--- src/rtl/reloc_pkg.sv ---
package reloc_pkg;

  // Privilege mode held by the translator.
  typedef enum logic {
    PRIV_KERNEL = 1'b0,
    PRIV_USER   = 1'b1
  } priv_e;

  // Target of a single-register configuration write.
  typedef enum logic {
    SEL_RELOC = 1'b0,
    SEL_LIMIT = 1'b1
  } cfg_sel_e;

endpackage

--- src/rtl/reloc_regs.sv ---
module reloc_regs
  import reloc_pkg::*;
#(
  parameter int PA_W = 20
) (
  input  logic            clk,
  input  logic            rst_n,
  input  logic            mode_set_en,
  input  logic            mode_set_user,
  input  logic            trap_evt,
  input  logic            cfg_wr_en,
  input  logic            cfg_sel,
  input  logic [PA_W-1:0] cfg_wdata,
  input  logic            ctx_load_en,
  input  logic [PA_W-1:0] ctx_base_i,
  input  logic [PA_W-1:0] ctx_limit_i,
  output logic [PA_W-1:0] reloc_q,
  output logic [PA_W-1:0] limit_q,
  output priv_e           priv_q,
  output logic            viol_q
);

  logic     is_kernel;
  logic     wr_attempt;
  logic     wr_denied;
  logic     cfg_take;
  logic     ctx_take;
  cfg_sel_e sel;

  assign is_kernel  = (priv_q == PRIV_KERNEL);
  assign wr_attempt = cfg_wr_en | ctx_load_en;
  assign wr_denied  = wr_attempt & ~is_kernel;
  assign ctx_take   = ctx_load_en & is_kernel;
  assign cfg_take   = cfg_wr_en & is_kernel & ~ctx_load_en;
  assign sel        = cfg_sel_e'(cfg_sel);

  // Relocation and limit registers; a restore wins over a single write.
  always_ff @(posedge clk or negedge rst_n) begin
    if (!rst_n) begin
      reloc_q <= '0;
      limit_q <= '0;
    end else if (ctx_take) begin
      reloc_q <= ctx_base_i;
      limit_q <= ctx_limit_i;
    end else if (cfg_take) begin
      if (sel == SEL_RELOC) reloc_q <= cfg_wdata;
      else                  limit_q <= cfg_wdata;
    end
  end

  // Mode register; a trap returns control to kernel mode.
  always_ff @(posedge clk or negedge rst_n) begin
    if (!rst_n) begin
      priv_q <= PRIV_KERNEL;
    end else if (trap_evt) begin
      priv_q <= PRIV_KERNEL;
    end else if (mode_set_en) begin
      priv_q <= mode_set_user ? PRIV_USER : PRIV_KERNEL;
    end
  end

  // Refused-write flag, one cycle per refused attempt.
  always_ff @(posedge clk or negedge rst_n) begin
    if (!rst_n) viol_q <= 1'b0;
    else        viol_q <= wr_denied;
  end

  // a user-mode attempt leaves both registers untouched.
  assert_user_wr_ignored_R5: assert property (@(posedge clk) disable iff (!rst_n)
    (wr_attempt && priv_q == PRIV_USER) |=> ($stable(reloc_q) && $stable(limit_q)));

  // the flag follows a refused attempt, and only such an attempt.
  assert_viol_after_denied_R6: assert property (@(posedge clk) disable iff (!rst_n)
    (wr_attempt && priv_q == PRIV_USER) |=> viol_q);
  assert_viol_needs_cause_R6: assert property (@(posedge clk) disable iff (!rst_n)
    (!wr_attempt || priv_q == PRIV_KERNEL) |=> !viol_q);

  // a kernel restore loads the pair together.
  assert_restore_pair_R7: assert property (@(posedge clk) disable iff (!rst_n)
    (ctx_load_en && priv_q == PRIV_KERNEL) |=>
      (reloc_q == $past(ctx_base_i) && limit_q == $past(ctx_limit_i)));

  // a trap leaves the processor in kernel mode.
  assert_trap_to_kernel_R11: assert property (@(posedge clk) disable iff (!rst_n)
    trap_evt |=> (priv_q == PRIV_KERNEL));

endmodule

--- src/rtl/reloc_xlate.sv ---
module reloc_xlate
  import reloc_pkg::*;
#(
  parameter int LA_W = 16,
  parameter int PA_W = 20
) (
  input  logic            clk,
  input  logic            rst_n,
  input  logic            req_vld,
  input  logic [LA_W-1:0] req_laddr,
  input  logic            bypass_en,
  input  logic [PA_W-1:0] reloc,
  input  logic [PA_W-1:0] limit,
  input  priv_e           priv,
  output logic            trap_evt,
  output logic            pa_vld_q,
  output logic            trap_q,
  output logic [PA_W-1:0] pa_q
);

  localparam int SUM_W = PA_W + 1;

  // Relocated address with one carry bit above the physical space.
  function automatic logic [SUM_W-1:0] relocate(input logic [PA_W-1:0] b,
                                                input logic [LA_W-1:0] la);
    return {1'b0, b} + SUM_W'(la);
  endfunction

  // Legal when strictly below the limit.
  function automatic logic below_limit(input logic [LA_W-1:0] la,
                                       input logic [PA_W-1:0] lim);
    return PA_W'(la) < lim;
  endfunction

  logic             do_bypass;
  logic [SUM_W-1:0] sum;
  logic             sum_ovf;
  logic             out_of_range;
  logic             fault;
  logic             pass_evt;
  logic [PA_W-1:0]  pa_next;

  assign do_bypass    = bypass_en & (priv == PRIV_KERNEL);
  assign sum          = relocate(reloc, req_laddr);
  assign sum_ovf      = sum[PA_W];
  assign out_of_range = ~below_limit(req_laddr, limit);
  assign fault        = ~do_bypass & (out_of_range | sum_ovf);
  assign trap_evt     = req_vld & fault;
  assign pass_evt     = req_vld & ~fault;
  assign pa_next      = do_bypass ? PA_W'(req_laddr) : sum[PA_W-1:0];

  always_ff @(posedge clk or negedge rst_n) begin
    if (!rst_n) begin
      pa_vld_q <= 1'b0;
      trap_q   <= 1'b0;
      pa_q     <= '0;
    end else begin
      pa_vld_q <= pass_evt;
      trap_q   <= trap_evt;
      pa_q     <= pass_evt ? pa_next : '0;
    end
  end

  // never both responses, none without a request, quiet address.
  assert_resp_excl_R10: assert property (@(posedge clk) disable iff (!rst_n)
    !(pa_vld_q && trap_q));
  assert_resp_needs_req_R10: assert property (@(posedge clk) disable iff (!rst_n)
    (pa_vld_q || trap_q) |-> $past(req_vld));
  assert_addr_quiet_R10: assert property (@(posedge clk) disable iff (!rst_n)
    !pa_vld_q |-> (pa_q == '0));

  // at or past the limit traps unless bypassed.
  assert_limit_trap_R3: assert property (@(posedge clk) disable iff (!rst_n)
    (req_vld && !(bypass_en && priv == PRIV_KERNEL) && PA_W'(req_laddr) >= limit)
      |=> trap_q);

  // headroom above the relocation value smaller than the address traps.
  assert_no_overflow_R4: assert property (@(posedge clk) disable iff (!rst_n)
    (req_vld && !(bypass_en && priv == PRIV_KERNEL) &&
     reloc > ({PA_W{1'b1}} - PA_W'(req_laddr))) |=> trap_q);

  // kernel bypass hands the logical address straight through.
  assert_bypass_pass_R8: assert property (@(posedge clk) disable iff (!rst_n)
    (req_vld && bypass_en && priv == PRIV_KERNEL) |=>
      (pa_vld_q && pa_q == PA_W'($past(req_laddr))));

endmodule

--- src/rtl/reloc_guard.sv ---
module reloc_guard
  import reloc_pkg::*;
#(
  parameter int LA_W = 16,
  parameter int PA_W = 20
) (
  input  logic            clk,
  input  logic            rst_n,
  input  logic            req_vld,
  input  logic [LA_W-1:0] req_laddr,
  input  logic            bypass_en,
  output logic            pa_vld,
  output logic [PA_W-1:0] pa_addr,
  output logic            trap,
  input  logic            mode_set_en,
  input  logic            mode_set_user,
  output logic            mode_user,
  input  logic            cfg_wr_en,
  input  logic            cfg_sel,
  input  logic [PA_W-1:0] cfg_wdata,
  input  logic            ctx_load_en,
  input  logic [PA_W-1:0] ctx_base_i,
  input  logic [PA_W-1:0] ctx_limit_i,
  output logic [PA_W-1:0] ctx_base_o,
  output logic [PA_W-1:0] ctx_limit_o,
  output logic            priv_viol
);

  logic [PA_W-1:0] reloc_w;
  logic [PA_W-1:0] limit_w;
  priv_e           priv_w;
  logic            trap_evt_w;

  reloc_regs #(.PA_W(PA_W)) u_regs (
    .clk          (clk),
    .rst_n        (rst_n),
    .mode_set_en  (mode_set_en),
    .mode_set_user(mode_set_user),
    .trap_evt     (trap_evt_w),
    .cfg_wr_en    (cfg_wr_en),
    .cfg_sel      (cfg_sel),
    .cfg_wdata    (cfg_wdata),
    .ctx_load_en  (ctx_load_en),
    .ctx_base_i   (ctx_base_i),
    .ctx_limit_i  (ctx_limit_i),
    .reloc_q      (reloc_w),
    .limit_q      (limit_w),
    .priv_q       (priv_w),
    .viol_q       (priv_viol)
  );

  reloc_xlate #(.LA_W(LA_W), .PA_W(PA_W)) u_xlate (
    .clk      (clk),
    .rst_n    (rst_n),
    .req_vld  (req_vld),
    .req_laddr(req_laddr),
    .bypass_en(bypass_en),
    .reloc    (reloc_w),
    .limit    (limit_w),
    .priv     (priv_w),
    .trap_evt (trap_evt_w),
    .pa_vld_q (pa_vld),
    .trap_q   (trap),
    .pa_q     (pa_addr)
  );

  assign mode_user   = (priv_w == PRIV_USER);
  assign ctx_base_o  = reloc_w;
  assign ctx_limit_o = limit_w;

  // a user request inside the window returns the relocated address.
  assert_user_xlate_R2: assert property (@(posedge clk) disable iff (!rst_n)
    (req_vld && priv_w == PRIV_USER && !trap_evt_w) |=>
      (pa_vld && pa_addr == $past(reloc_w) + PA_W'($past(req_laddr))));

  // a mode set without a trap takes effect at the next edge.
  assert_mode_set_R11: assert property (@(posedge clk) disable iff (!rst_n)
    (mode_set_en && !trap_evt_w) |=> (mode_user == $past(mode_set_user)));

endmodule

--- config.mk ---
export PLATFORM = sky130hd
export DESIGN_NAME = reloc_guard
export DESIGN_NICKNAME = d
export VERILOG_FILES = /design/src/rtl/reloc_pkg.sv /design/src/rtl/reloc_regs.sv /design/src/rtl/reloc_xlate.sv /design/src/rtl/reloc_guard.sv
export SDC_FILE = /design/constraint.sdc
export NUM_CORES = 1
export LEC_CHECK = 0
export ABC_AREA = 1
export ABC_CLOCK_PERIOD_IN_PS = 4310
export BUFFER_PORTS_ARGS = -buffer_cell sky130_fd_sc_hd__buf_2
export CAP_MARGIN = 20
export CORE_ASPECT_RATIO = 0.8
export CORE_MARGIN = 2
export CORE_UTILIZATION = 23
export CTS_CLUSTER_SIZE = 8
export DETAILED_ROUTE_END_ITERATION = 10
export MAX_ROUTING_LAYER = met4
export SYNTH_ARGS = -nofsm -noshare
export SYNTH_HDL_FRONTEND = slang
export SYNTH_SLANG_ARGS = --single-unit
--- constraint.sdc ---
create_clock -name clk -period 4.31 [get_ports clk]
set_input_delay 1.0775 -clock clk [delete_from_list [all_inputs] [get_ports clk]]
set_output_delay 1.0775 -clock clk [all_outputs]
set_load 0.01 [all_outputs]
# Word level (Yosys, flattened, before mapping)
# Cells that the tools add are included.
# word_totals
inputBits	85
ff_bits	64
output_inout_bits	64
wordCells	41
# op_classes
add_sub_neg	1
n_lt_le_gt_ge	1
eq_ne	1
n_bitwise	15
mux	11
n_reduce_logical	5
# op_table
cell	count
$mux W20	8
$add A20 B16 Y21	1
$lt A16 B20 Y1	1
$and A1 B1 Y1	8
$reduce_bool A2 Y1	3
$not A1 Y1	5
$reduce_and A2 Y1	2
$mux W1	3
$ne A2 B1 Y1 const B	1
$or A1 B1 Y1	2

# Longest topological paths before layout
# Gate-level depths: netlist (run 1).
# depth
word_depth	7
mapped_depth	14
depth_no_buf	13

# Modules after synthesis
# Synthesis (run 1) repeated with hierarchy kept, for this count alone.
# unflattened
cells_unflattened	709
hier_area_um2	4682.0
# by_module_without_submodules
mod	cells_per_inst	area_each_um2	n_inst	seq_area_each_um2
reloc_xlate	409	2527.4	1	550.5
reloc_regs	300	2154.6	1	1051.0

# Least setup slack after synthesis (run 1)
# Ideal clock, no wire load.
# synth_timing
path_type	input port to flip-flop
start	input req_laddr[0]
end	register u_xlate.pa_q[6]
stages	9
setup_time_ns	0.121
slack_ns	1.694
required_time_ns	4.189
t_arrival_ns	2.495
path_buffers	0
path_cell_list	ha_1 fa_1 nand3_1 nand3_2 nand2_1 nand2_1 or2_2 a31oi_1 nor2_2
# synth_via
elab_chain_cells	7
elab_cells_between_ends	9
cone_classes	add/sub (1); order compare (1); mux (2); bitwise (5)
# synth_lines
item	line	rtl
start: declaration	reloc_guard.sv:10	input logic [LA_W-1:0] req_laddr,
$lt A16 B20 Y1	reloc_xlate.sv:32	return PA_W'(la) < lim;
$not A1 Y1	reloc_xlate.sv:46	assign out_of_range = ~below_limit(req_laddr, limit);
$or A1 B1 Y1	reloc_xlate.sv:47	assign fault = ~do_bypass & (out_of_range | sum_ovf);
$and A1 B1 Y1	reloc_xlate.sv:47	
$not A1 Y1	reloc_xlate.sv:49	assign pass_evt = req_vld & ~fault;
$and A1 B1 Y1	reloc_xlate.sv:49	
$mux W20 *	reloc_xlate.sv:60	pa_q <= pass_evt ? pa_next : '0;
end signal: assignment	reloc_xlate.sv:60	
end: declaration	reloc_xlate.sv:18	output logic [PA_W-1:0] pa_q
# Every way passes the cells marked *; elsewhere a longest branch is shown, timed or not.
# A chain may end at the register's enable or synchronous reset.

# Final worst setup path (run 1)
# layout_timing
start	input ctx_load_en
end	register u_regs.reloc_q[3]
# layout_via
elab_chain_cells	4
elab_cells_between_ends	7
cone_classes	eq/ne (1); mux (1); bitwise (3); reduce/logical (2)
# layout_lines
item	line	rtl
start: declaration	reloc_guard.sv:21	input logic ctx_load_en,
$not A1 Y1	reloc_regs.sv:34	assign cfg_take = cfg_wr_en & is_kernel & ~ctx_load_en;
$and A1 B1 Y1	reloc_regs.sv:34	
$reduce_bool A2 Y1 (no line)	n/a	
$reduce_and A2 Y1 (no line)	n/a	
end signal: assignment	reloc_regs.sv:43	reloc_q <= ctx_base_i;
end signal: assignment	reloc_regs.sv:46	if (sel == SEL_RELOC) reloc_q <= cfg_wdata;
end: declaration	reloc_regs.sv:17	output logic [PA_W-1:0] reloc_q,
# Parallel ways exist; a longest one is shown, timed or not.

==> results of run 1 <==
## through the flow
step	std cells	setup WS [ps]	power, mW
floorplan	618	1690	1.58
global placement	1007	1320	1.99
detailed placement	1007	1300	2.01
CTS	1023	1650	2.75
global route	1024	1490	2.95
finish	1024	1640	2.72
## layer usage
metal,vias up,wire (um),global-route usage (%)
met5,-,0,-
met1,2012,8040,22.7
li1,2303,-,-
met2,171,6180,21.7
met4,0,87,2.89
met3,8,776,2.19
## worst paths after layout
check                                                       to  slack, ps                           from  depth (start not counted)
worst max-delay path             u_regs.reloc_q[3]$_DFFE_PN0P_       1640                    ctx_load_en                          7
worst min-delay path             u_regs.reloc_q[2]$_DFFE_PN0P_        530  u_regs.reloc_q[2]$_DFFE_PN0P_                          1
worst max register to register   u_regs.reloc_q[3]$_DFFE_PN0P_       2110      u_regs.priv_q$_DFFE_PN0P_                          7
worst min register to register   u_regs.reloc_q[2]$_DFFE_PN0P_        530  u_regs.reloc_q[2]$_DFFE_PN0P_                          1
max in group asynchronous       u_regs.limit_q[12]$_DFFE_PN0P_       2930                          rst_n                          3
min in group asynchronous            u_xlate.pa_q[0]$_DFF_PN0_        580                          rst_n                          1
## cell families (layout without fill, tap and decap cells)
group,count (synthesis),after routing,synth area share [%]
adders and majority gates,32,32,9.15
and+or+nand+nor,339,339,34.1
buffers and inverters,98,246,8.76
xor gates and xnor gates,6,6,1.18
AOI/OAI and AO/OA,77,77,10.4
DFF,64,64,35.9
muxes,2,2,0.449
## layout make-up
class | count | area share, %
clock inverter | 7 | 1.23
timing repair buffer | 156 | 14.0
sequential | 64 | 27.7
multi-input combinational | 456 | 42.8
clock buffer | 9 | 3.89
inverter | 74 | 4.80
tap | 258 | 5.57
## flip-flops by register name (all words and copies together) (netlist names)
signal and count:
u_xlate.pa_q 20, u_regs.limit_q 20, u_xlate.pa_vld_q 1, u_regs.viol_q 1
u_xlate.trap_q 1, u_regs.priv_q 1, u_regs.reloc_q 20
## synthesized netlist by cell type (2+ instances only)
library cell and n:
a21oi_1 17, a31oi_1 21, and2_1 2, buf_1 3, buf_2 6, buf_6 2
clkbuf_1 13, dfrtp_1 64, ha_1 31, inv_1 70, inv_2 4, mux2i_1 2
nand2_1 159, nand2_2 5, nand3_1 86, nand3_2 2, nand4_1 3, nor2_1 48
nor2_2 22, nor3_1 3, o21a_1 17, o21ai_0 17, o21bai_1 2, or2_2 2
xnor2_1 6
## power breakdown
| group | total (mW) | switching (mW) | internal [mW] |
|---|---|---|---|
| registers | 0.848 | 0.114 | 0.734 |
| clock network | 0.729 | 0.281 | 0.448 |
| logic | 1.14 | 0.696 | 0.444 |
==> results.py, run 1 <==
metrics = {
    "worst_setup_path": {
        "critical-path-max-stage-delay_ps": 610,
        "crit_chain": "buf_2 -> nand2_1 -> buf_4 -> a21oi_4 -> buf_4 -> nand3_1 -> o21a_1",
        "critPathMostFrequentCell": "buf_4",
        "cp_slowest_cell": "a21oi_4",
        "crit_fanout": 28,
        "worstPathArrival_ps": 2880,
        "crit_type": "in -> reg",
        "critPathTopFamily": "buffers and inverters",
        "startpoint_type": "input pin",
        "path_buf_inv": 3,
        "endpoint_kind": "flop",
        "critPathRequiredTime_ps": 4530,
    },
    "timing": {
        "finalSetupTns_ps": 0,
        "maxSlewHeadroom_pct": 53.3,
        "fin_skew_ps": 10.5,
        "tightest_slew_ps": 700,
        "timing_max_transition_violations_final": 0,
        "setup_viol": 0,
        "period_needed_ps": 2670,
        "whs_ps": 529,
        "rsz0062_at_grt": "false",
        "finalHoldViolCount": 0,
        "fmax_mhz": 375,
        "finalCritPeriodShare_pct": 61.9,
    },
    "synth": {
        "yosysTopAreaCell": "dfrtp_1",
        "synthFlopType": "dfrtp_1",
        "synth-edff-count": 0,
        "synth_cell_type_count": 36,
        "ys_warn_count": 0,
        "synth_seq_cells": 64,
        "synth_area_sq_um": 4460,
        "ys_async_sr_fraction_pct": 100,
        "synthCells": 618,
        "netlist_top_cells_area": "dfrtp_1 36%, nand2_1 13%, nand3_1 9.7%, ha_1 8.7%, inv_1 5.9%",
        "yosysTopAreaCellShare_pct": 35.9,
        "mappedNetlistNets": 735,
        "syn_area_per_cell_sq_um": 7.21,
        "seq_area_frac_synth_pct": 35.9,
    },
    "run_status": {
        "status": "finished clean",
    },
    "clock_tree": {
        "numCtsBuffers": 9,
        "cts_hold_buf": 0,
        "cts_tree": "done",
        "clk-insertion-delay-late_ps": 330,
        "h-tree-depth": 3,
        "clockBufferDepth": 2,
        "ctsRootBufferMaster": "clkbuf_16",
        "cts.repair.resized": 0,
        "cts_sinks": 64,
        "clkSlewWorstSetupHoldPaths_ps": 50,
        "postCtsSetupRepairBufs": 0,
    },
    "grt": {
        "grt_pass1_vias": 4274,
        "grt_max_degree": 45,
        "grt_pass1_wl_mm": 23.6,
        "grt_remaining_overflow": 0,
        "antenna_found_initial": 0,
        "track_usage_pct": 15.2,
    },
    "detailed_routing": {
        "drt-wirelength-per-cell_um": 14.7,
        "drtIter0Drc": 210,
        "drt_pre_antenna_iters": 5,
        "routed_wl_mm": 15.1,
        "drc": 0,
        "ant_nets": 0,
        "dr_total_vias": 4494,
        "viasPerCell": 4.39,
    },
    "final_layout": {
        "finalCoreUtilization_pct": 30.5,
        "antenna_cells": 0,
        "final_cell_mix": "159 x nand2_1, 148 x buf_2, 86 x nand3_1",
        "multi_input_area_sq_um": 2480,
        "final_common_cell": "nand2_1",
        "nets": 878,
        "regArea_sq_um": 1600,
        "fill_cells": 2113,
        "area_growth_pct": 29.9,
        "drive_gt1_share_pct": 27.9,
        "stdcell_area_sq_um": 5790,
    },
    "die": {
        "die_w_um": 160,
        "initial_core_util_pct": 23.5,
        "core_area_sq_um": 19000,
        "fp.dieH_um": 129,
        "ios": 149,
        "core.rowCount": 45,
        "die_area_sq_um": 20500,
    },
    "job": {
        "maxCapViolations": 0,
    },
    "worst_hold_path": {
        "hp-class": "reg -> reg",
    },
    "power_and_ir_drop": {
        "vdd_drop_max_uv": 190,
        "power.leakage_nw": 3.08,
        "power_density_nw_per_um2": 469,
    },
    "placement": {
        "placed_cell_area_sq_um": 5480,
        "dp_hpwl_mm": 12.5,
        "gp_congestion": 0.892,
        "portBuffers": 148,
    },
}
Power figures use the tool's default switching activity.
==> run 2: changes to the inputs <==
--- a/config.mk
+++ b/config.mk
@@ -6,7 +6,7 @@
 export NUM_CORES = 1
 export LEC_CHECK = 0
 export ABC_AREA = 1
-export ABC_CLOCK_PERIOD_IN_PS = 4310
+export ABC_CLOCK_PERIOD_IN_PS = 2400
 export BUFFER_PORTS_ARGS = -buffer_cell sky130_fd_sc_hd__buf_2
 export CAP_MARGIN = 20
 export CORE_ASPECT_RATIO = 0.8
==> constraint.sdc (replaced) <==
create_clock -name clk -period 2.4 [get_ports clk]
set_input_delay 0.6 -clock clk [delete_from_list [all_inputs] [get_ports clk]]
set_output_delay 0.6 -clock clk [all_outputs]
set_load 0.01 [all_outputs]
==> run 2 against run 1 <==
- setup slack lost 1300 ps
- utilization grew 0.40 points
- via count shrank 2.0%
- clock-buffer cell count grew 1
- combinational power grew 85%
- die area is the same
- routed wire length shrank 0.74%
- critical endpoint is now u_xlate.pa_q[14]$_DFF_PN0_
- largest power group unchanged
==> results.py, run 2 (synthesized netlist as in run 1, its figures left out) <==
metrics = {
    "worst_setup_path": {
        "worstReg2RegStart": "u_regs.reloc_q[0]$_DFFE_PN0P_",
        "critPathRequiredTime_ps": 2670,
        "crit_path_start": "u_regs.reloc_q[0]$_DFFE_PN0P_",
        "path_buf_inv": 0,
        "worstPathArrival_ps": 2350,
        "crit_fanout": 21,
        "critPathMostFrequentCell": "nor2_2",
        "critPathTopFamily": "simple AND/OR/NAND/NOR gates",
        "endpoint_kind": "flop",
        "startpoint_type": "flop",
        "crit_type": "reg -> reg",
        "crit_chain": "ha_1 -> fa_1 -> nand3_1 -> nand3_2 -> nand3_2 -> nor2_2 -> nor2_2 -> nand4_2 -> nand2_2 -> nand2_4 -> nor2_2",
        "critical-path-max-stage-delay_ps": 400,
        "cp_slowest_cell": "dfrtp_1",
    },
    "worst_hold_path": {
        "hp-class": "in -> async",
    },
    "die": {
        "ios": 149,
        "fp.dieH_um": 129,
        "die_w_um": 160,
        "die_area_sq_um": 20500,
        "core.rowCount": 45,
        "core_area_sq_um": 19000,
        "initial_core_util_pct": 23.5,
    },
    "clock_tree": {
        "cts_hold_buf": 0,
        "clk-insertion-delay-late_ps": 350,
        "numCtsBuffers": 9,
        "clkSlewWorstSetupHoldPaths_ps": 60,
        "h-tree-depth": 3,
        "postCtsSetupRepairBufs": 0,
        "cts.repair.resized": 0,
        "cts_sinks": 64,
        "ctsRootBufferMaster": "clkbuf_16",
        "clockBufferDepth": 2,
        "cts_tree": "done",
    },
    "timing": {
        "tightest_slew_ps": 463,
        "setup_viol": 0,
        "maxSlewHeadroom_pct": 69.1,
        "fin_skew_ps": 7.11,
        "timing_max_transition_violations_final": 0,
        "fmax_mhz": 480,
        "rsz0062_at_grt": "false",
        "finalHoldViolCount": 0,
        "finalSetupTns_ps": 0,
        "period_needed_ps": 2080,
        "finalCritPeriodShare_pct": 86.7,
    },
    "final_layout": {
        "area_growth_pct": 31.6,
        "drive_gt1_share_pct": 29.0,
        "final_cells": 1036,
        "final_cell_mix": "159 x nand2_1, 148 x buf_2, 86 x nand3_1",
        "stdcell_area_sq_um": 5870,
        "biggestRegsByFlops": "u_regs.limit_q x20, u_regs.reloc_q x20, u_xlate.pa_q x20",
        "nets": 889,
        "fill_cells": 2095,
        "final_common_cell": "nand2_1",
    },
    "power_and_ir_drop": {
        "vdd_drop_max_uv": 380,
        "power.share.switching_pct": 40.4,
        "p_int_mw": 2.89,
        "power_density_nw_per_um2": 826,
        "switchingPower_mw": 1.96,
        "pwr-share-seq_pct": 31.4,
        "power.leakage_nw": 3.13,
        "combPwrFrac_pct": 43.5,
        "p_clk_share_pct": 25.1,
    },
    "grt": {
        "grt_max_degree": 65,
        "grt_pass1_vias": 4411,
        "antenna_found_initial": 1,
        "grt_remaining_overflow": 0,
        "grt_pass1_wl_mm": 24.0,
        "track_usage_pct": 15.7,
    },
    "detailed_routing": {
        "drtIter0Drc": 220,
        "routed_wl_mm": 15.0,
        "drt-wirelength-per-cell_um": 14.5,
        "drt_pre_antenna_iters": 5,
        "dr_total_vias": 4405,
        "ant_nets": 0,
        "drc": 0,
        "viasPerCell": 4.25,
    },
    "placement": {
        "placed_cell_area_sq_um": 5590,
        "gp_congestion": 0.864,
        "dp_cells": 1019,
        "portBuffers": 148,
        "dp_hpwl_mm": 12.5,
    },
    "job": {
        "maxCapViolations": 0,
    },
    "run_status": {
        "status": "finished clean",
    },
}
-- run 2: worst register-to-register path: cells and delay by family (launching register included) --
family	cells	cell delay (ps)
fa+ha+maj	2	600
simple gates	9	1020
flops	1	400
-- run 2: final cells by class --
cell class | count | area (sq um) | share of cell area (%)
flip-flops and latches | 64 | 1600 | 27.3
repair buffers | 167 | 908 | 15.5
clock inverters | 6 | 35.0 | 0.597
multi-input cells | 456 | 2480 | 42.3
clock buffers | 10 | 239 | 4.07
inverters | 74 | 278 | 4.73
diodes | 1 | 2.50 | 0.0427
well taps | 258 | 323 | 5.50
-- run 2: power groups by stage --
| stage | Combinational (mW) | Sequential, mW | Clock, mW |
|---|---|---|---|
| final | 2.11 | 1.52 | 1.22 |
| after global routing | 2.41 | 1.56 | 1.28 |
| after CTS | 2.13 | 1.53 | 1.24 |
| after detailed placement | 2.13 | 1.55 | 0 |
| after global placement | 2.11 | 1.54 | 0 |
| after floorplan | 1.25 | 1.60 | 0 |
-- run 2: layer usage --
layer / GRT usage (%) / up-vias / share of wire (%)
met1: 22.7 / 1920 / 54
met4: 5.51 / 0 / 1.8
li1: - / 2328 / -
met2: 22.0 / 139 / 40
met5: - / - / 0
met3: 2.45 / 18 / 4.5
-- run 2: final timing paths --
path / endpoint / slack [ps] / cells past startpoint
worst min-delay path: u_xlate.pa_q[5]$_DFF_PN0_ / 240 / 2
worst max register to register: u_xlate.pa_q[14]$_DFF_PN0_ / 320 / 11
worst min register to register: u_regs.reloc_q[0]$_DFFE_PN0P_ / 530 / 1
max in group asynchronous: u_xlate.pa_q[3]$_DFF_PN0_ / 1820 / 2
worst max-delay path: u_xlate.pa_q[14]$_DFF_PN0_ / 320 / 11
min in group clk: u_regs.viol_q$_DFF_PN0_ / 520 / 3
-- run 2: metrics by stage --
| step | setup WS, ps | hold slack, ps | utilization (%) | total power, mW |
|---|---|---|---|---|
| after floorplan | 261 | 304 | - | 2.85 |
| after global placement | 9.35 | 517 | 29.5 | 3.65 |
| after detailed placement | -28.7 | 516 | 29.5 | 3.67 |
| after CTS | 294 | 284 | 30.9 | 4.91 |
| after global routing | 126 | 318 | 30.9 | 5.25 |
| final | 319 | 237 | 30.9 | 4.85 |
==> run 3: changes to the inputs <==
--- a/config.mk
+++ b/config.mk
@@ -6,7 +6,7 @@
 export NUM_CORES = 1
 export LEC_CHECK = 0
 export ABC_AREA = 1
-export ABC_CLOCK_PERIOD_IN_PS = 2400
+export ABC_CLOCK_PERIOD_IN_PS = 1800
 export BUFFER_PORTS_ARGS = -buffer_cell sky130_fd_sc_hd__buf_2
 export CAP_MARGIN = 20
 export CORE_ASPECT_RATIO = 0.8
==> constraint.sdc (replaced) <==
create_clock -name clk -period 1.8 [get_ports clk]
set_input_delay 0.45 -clock clk [delete_from_list [all_inputs] [get_ports clk]]
set_output_delay 0.45 -clock clk [all_outputs]
set_load 0.01 [all_outputs]
==> run 3 against run 2 <==
- the flow now finishes with violations (setup timing)
- largest cell class unchanged
- power up 51%
- setup slack got worse by 530 ps
- sequential cell count unchanged
- die area did not move
- clock power increased by 43%
- global-route usage rose by 0.96 points
- via count is 9.2% higher
- clock skew up 0.89 ps
==> results.py, run 3 (synthesized netlist as in run 1, its figures left out) <==
metrics = {
    "placement": {
        "dp_cells": 1092,
        "portBuffers": 148,
        "dp_hpwl_mm": 12.9,
        "gp_congestion": 0.821,
    },
    "worst_setup_path": {
        "critPathRequiredTime_ps": 2070,
        "path_buf_inv": 1,
        "startpoint_type": "flop",
        "crit_chain": "ha_4 -> fa_2 -> nand3_2 -> nand3_4 -> nand3_2 -> nor2_2 -> nor2_2 -> nand4_2 -> nand2_4 -> buf_4 -> nand2_8 -> nor2_2",
        "critPathMostFrequentCell": "nor2_2",
        "worstPathArrival_ps": 2280,
        "endpoint_kind": "flop",
        "crit_fanout": 5,
        "critPathTopFamily": "simple AND/OR/NAND/NOR gates",
        "critical-path-max-stage-delay_ps": 430,
        "crit_type": "reg -> reg",
        "cp_slowest_cell": "dfrtp_2",
    },
    "job": {
        "maxCapViolations": 0,
    },
    "timing": {
        "finalHoldViolCount": 0,
        "whs_ps": 125,
        "finalSetupTns_ps": -3870,
        "finalCritPeriodShare_pct": 112,
        "fin_skew_ps": 8.00,
        "setup_viol": 23,
        "period_needed_ps": 2010,
        "fmax_mhz": 498,
        "timing_max_transition_violations_final": 0,
        "tightest_slew_ps": 473,
        "rsz0062_at_grt": "true",
        "fin_ws_ps": -207,
        "maxSlewHeadroom_pct": 68.1,
    },
    "die": {
        "initial_core_util_pct": 23.5,
        "core.rowCount": 45,
        "core_area_sq_um": 19000,
        "ios": 149,
        "die_w_um": 160,
        "die_area_sq_um": 20500,
        "fp.dieH_um": 129,
    },
    "final_layout": {
        "nets": 968,
        "drive_gt1_share_pct": 36.9,
        "final_common_cell": "nand2_1",
        "final_cell_mix": "158 x nand2_1, 148 x buf_2, 90 x buf_4",
        "biggestRegsByFlops": "u_regs.limit_q x20, u_regs.reloc_q x20, u_xlate.pa_q x20",
        "antenna_cells": 0,
        "final_cells": 1114,
        "area_growth_pct": 50.2,
    },
    "clock_tree": {
        "cts_sinks": 64,
        "clk-insertion-delay-late_ps": 340,
        "clockBufferDepth": 2,
        "ctsRootBufferMaster": "clkbuf_16",
        "h-tree-depth": 3,
        "numCtsBuffers": 9,
        "cts_tree": "done",
        "clkSlewWorstSetupHoldPaths_ps": 60,
    },
    "power_and_ir_drop": {
        "power.leakage_nw": 3.55,
        "finalPower_mw": 7.33,
        "power_density_nw_per_um2": 1090,
        "vdd_drop_max_uv": 519,
    },
    "detailed_routing": {
        "drtIter0Drc": 227,
        "dr_total_vias": 4811,
        "routed_wl_mm": 16.0,
        "drt_pre_antenna_iters": 4,
        "ant_nets": 0,
        "viasPerCell": 4.32,
        "drc": 0,
        "drt-wirelength-per-cell_um": 14.4,
    },
    "grt": {
        "grt_pass1_vias": 4804,
        "grt_pass1_wl_mm": 25.5,
        "grt_remaining_overflow": 0,
        "track_usage_pct": 16.6,
        "grt_max_degree": 65,
        "antenna_found_initial": 0,
    },
    "run_status": {
        "violations": "setup timing",
        "status": "complete, but fails checks",
    },
    "worst_hold_path": {
        "hp-class": "in -> async",
    },
}
run 3: where the power goes:
part           switching [mW]  leakage, nW  internal [mW]
Clock                   0.643        0.145           1.11
Sequential              0.196        0.761           1.76
Combinational            1.95         2.64           1.67
Total                    2.79         3.55           4.54
run 3: final cells by class:
cell class | instances | area (sq um)
inverters | 74 | 278
repair buffers | 243 | 1520
clock inverters | 5 | 56.3
fillers | 2057 | 12300
multi-input cells | 459 | 2680
flip-flops and latches | 64 | 1600
clock buffers | 11 | 243
well taps | 258 | 323
run 3: path summary, 6_finish.rpt:
path                            slack, ps                        endpoint                      startpoint  cells past startpoint
worst max-delay path                 -210       u_xlate.pa_q[0]$_DFF_PN0_   u_regs.reloc_q[0]$_DFFE_PN0P_                     12
worst min-delay path                  130   u_regs.limit_q[0]$_DFFE_PN0P_                           rst_n                      2
worst max register to register       -210       u_xlate.pa_q[0]$_DFF_PN0_   u_regs.reloc_q[0]$_DFFE_PN0P_                     12
worst min register to register        570  u_regs.limit_q[17]$_DFFE_PN0P_  u_regs.limit_q[17]$_DFFE_PN0P_                      2
max in group asynchronous            1390  u_regs.reloc_q[10]$_DFFE_PN0P_                           rst_n                      2
min in group clk                      350         u_regs.viol_q$_DFF_PN0_                       cfg_wr_en                      3
run 3: timing repair:
item,in CTS,in global routing
resized for setup,7,14
pin swaps,6,3
hold buffers,0,0
buffers inserted,1,2
endpoints found under the setup margin,23,23
cloned,3,0
run 3: through the flow:
| step | area (sq um) | setup WS [ps] | util (%) |
|---|---|---|---|
| 2_1_floorplan | 4480 | -97.6 | - |
| 3_3_place_gp | 6190 | -360 | 32.6 |
| 3_5_place_dp | 6190 | -401 | 32.6 |
| 4_1_cts | 6580 | -207 | 34.7 |
| 5_1_grt | 6700 | -305 | 35.3 |
| 6_report | 6700 | -207 | 35.3 |
run 3: metal layers:
metal	global-route usage, %	share of wire, %	vias to the layer above
met1	23.3	51	2171
li1	-	-	2486
met5	-	0	-
met2	24.5	42	135
met3	3.51	5.0	19
met4	3.90	1.5	0
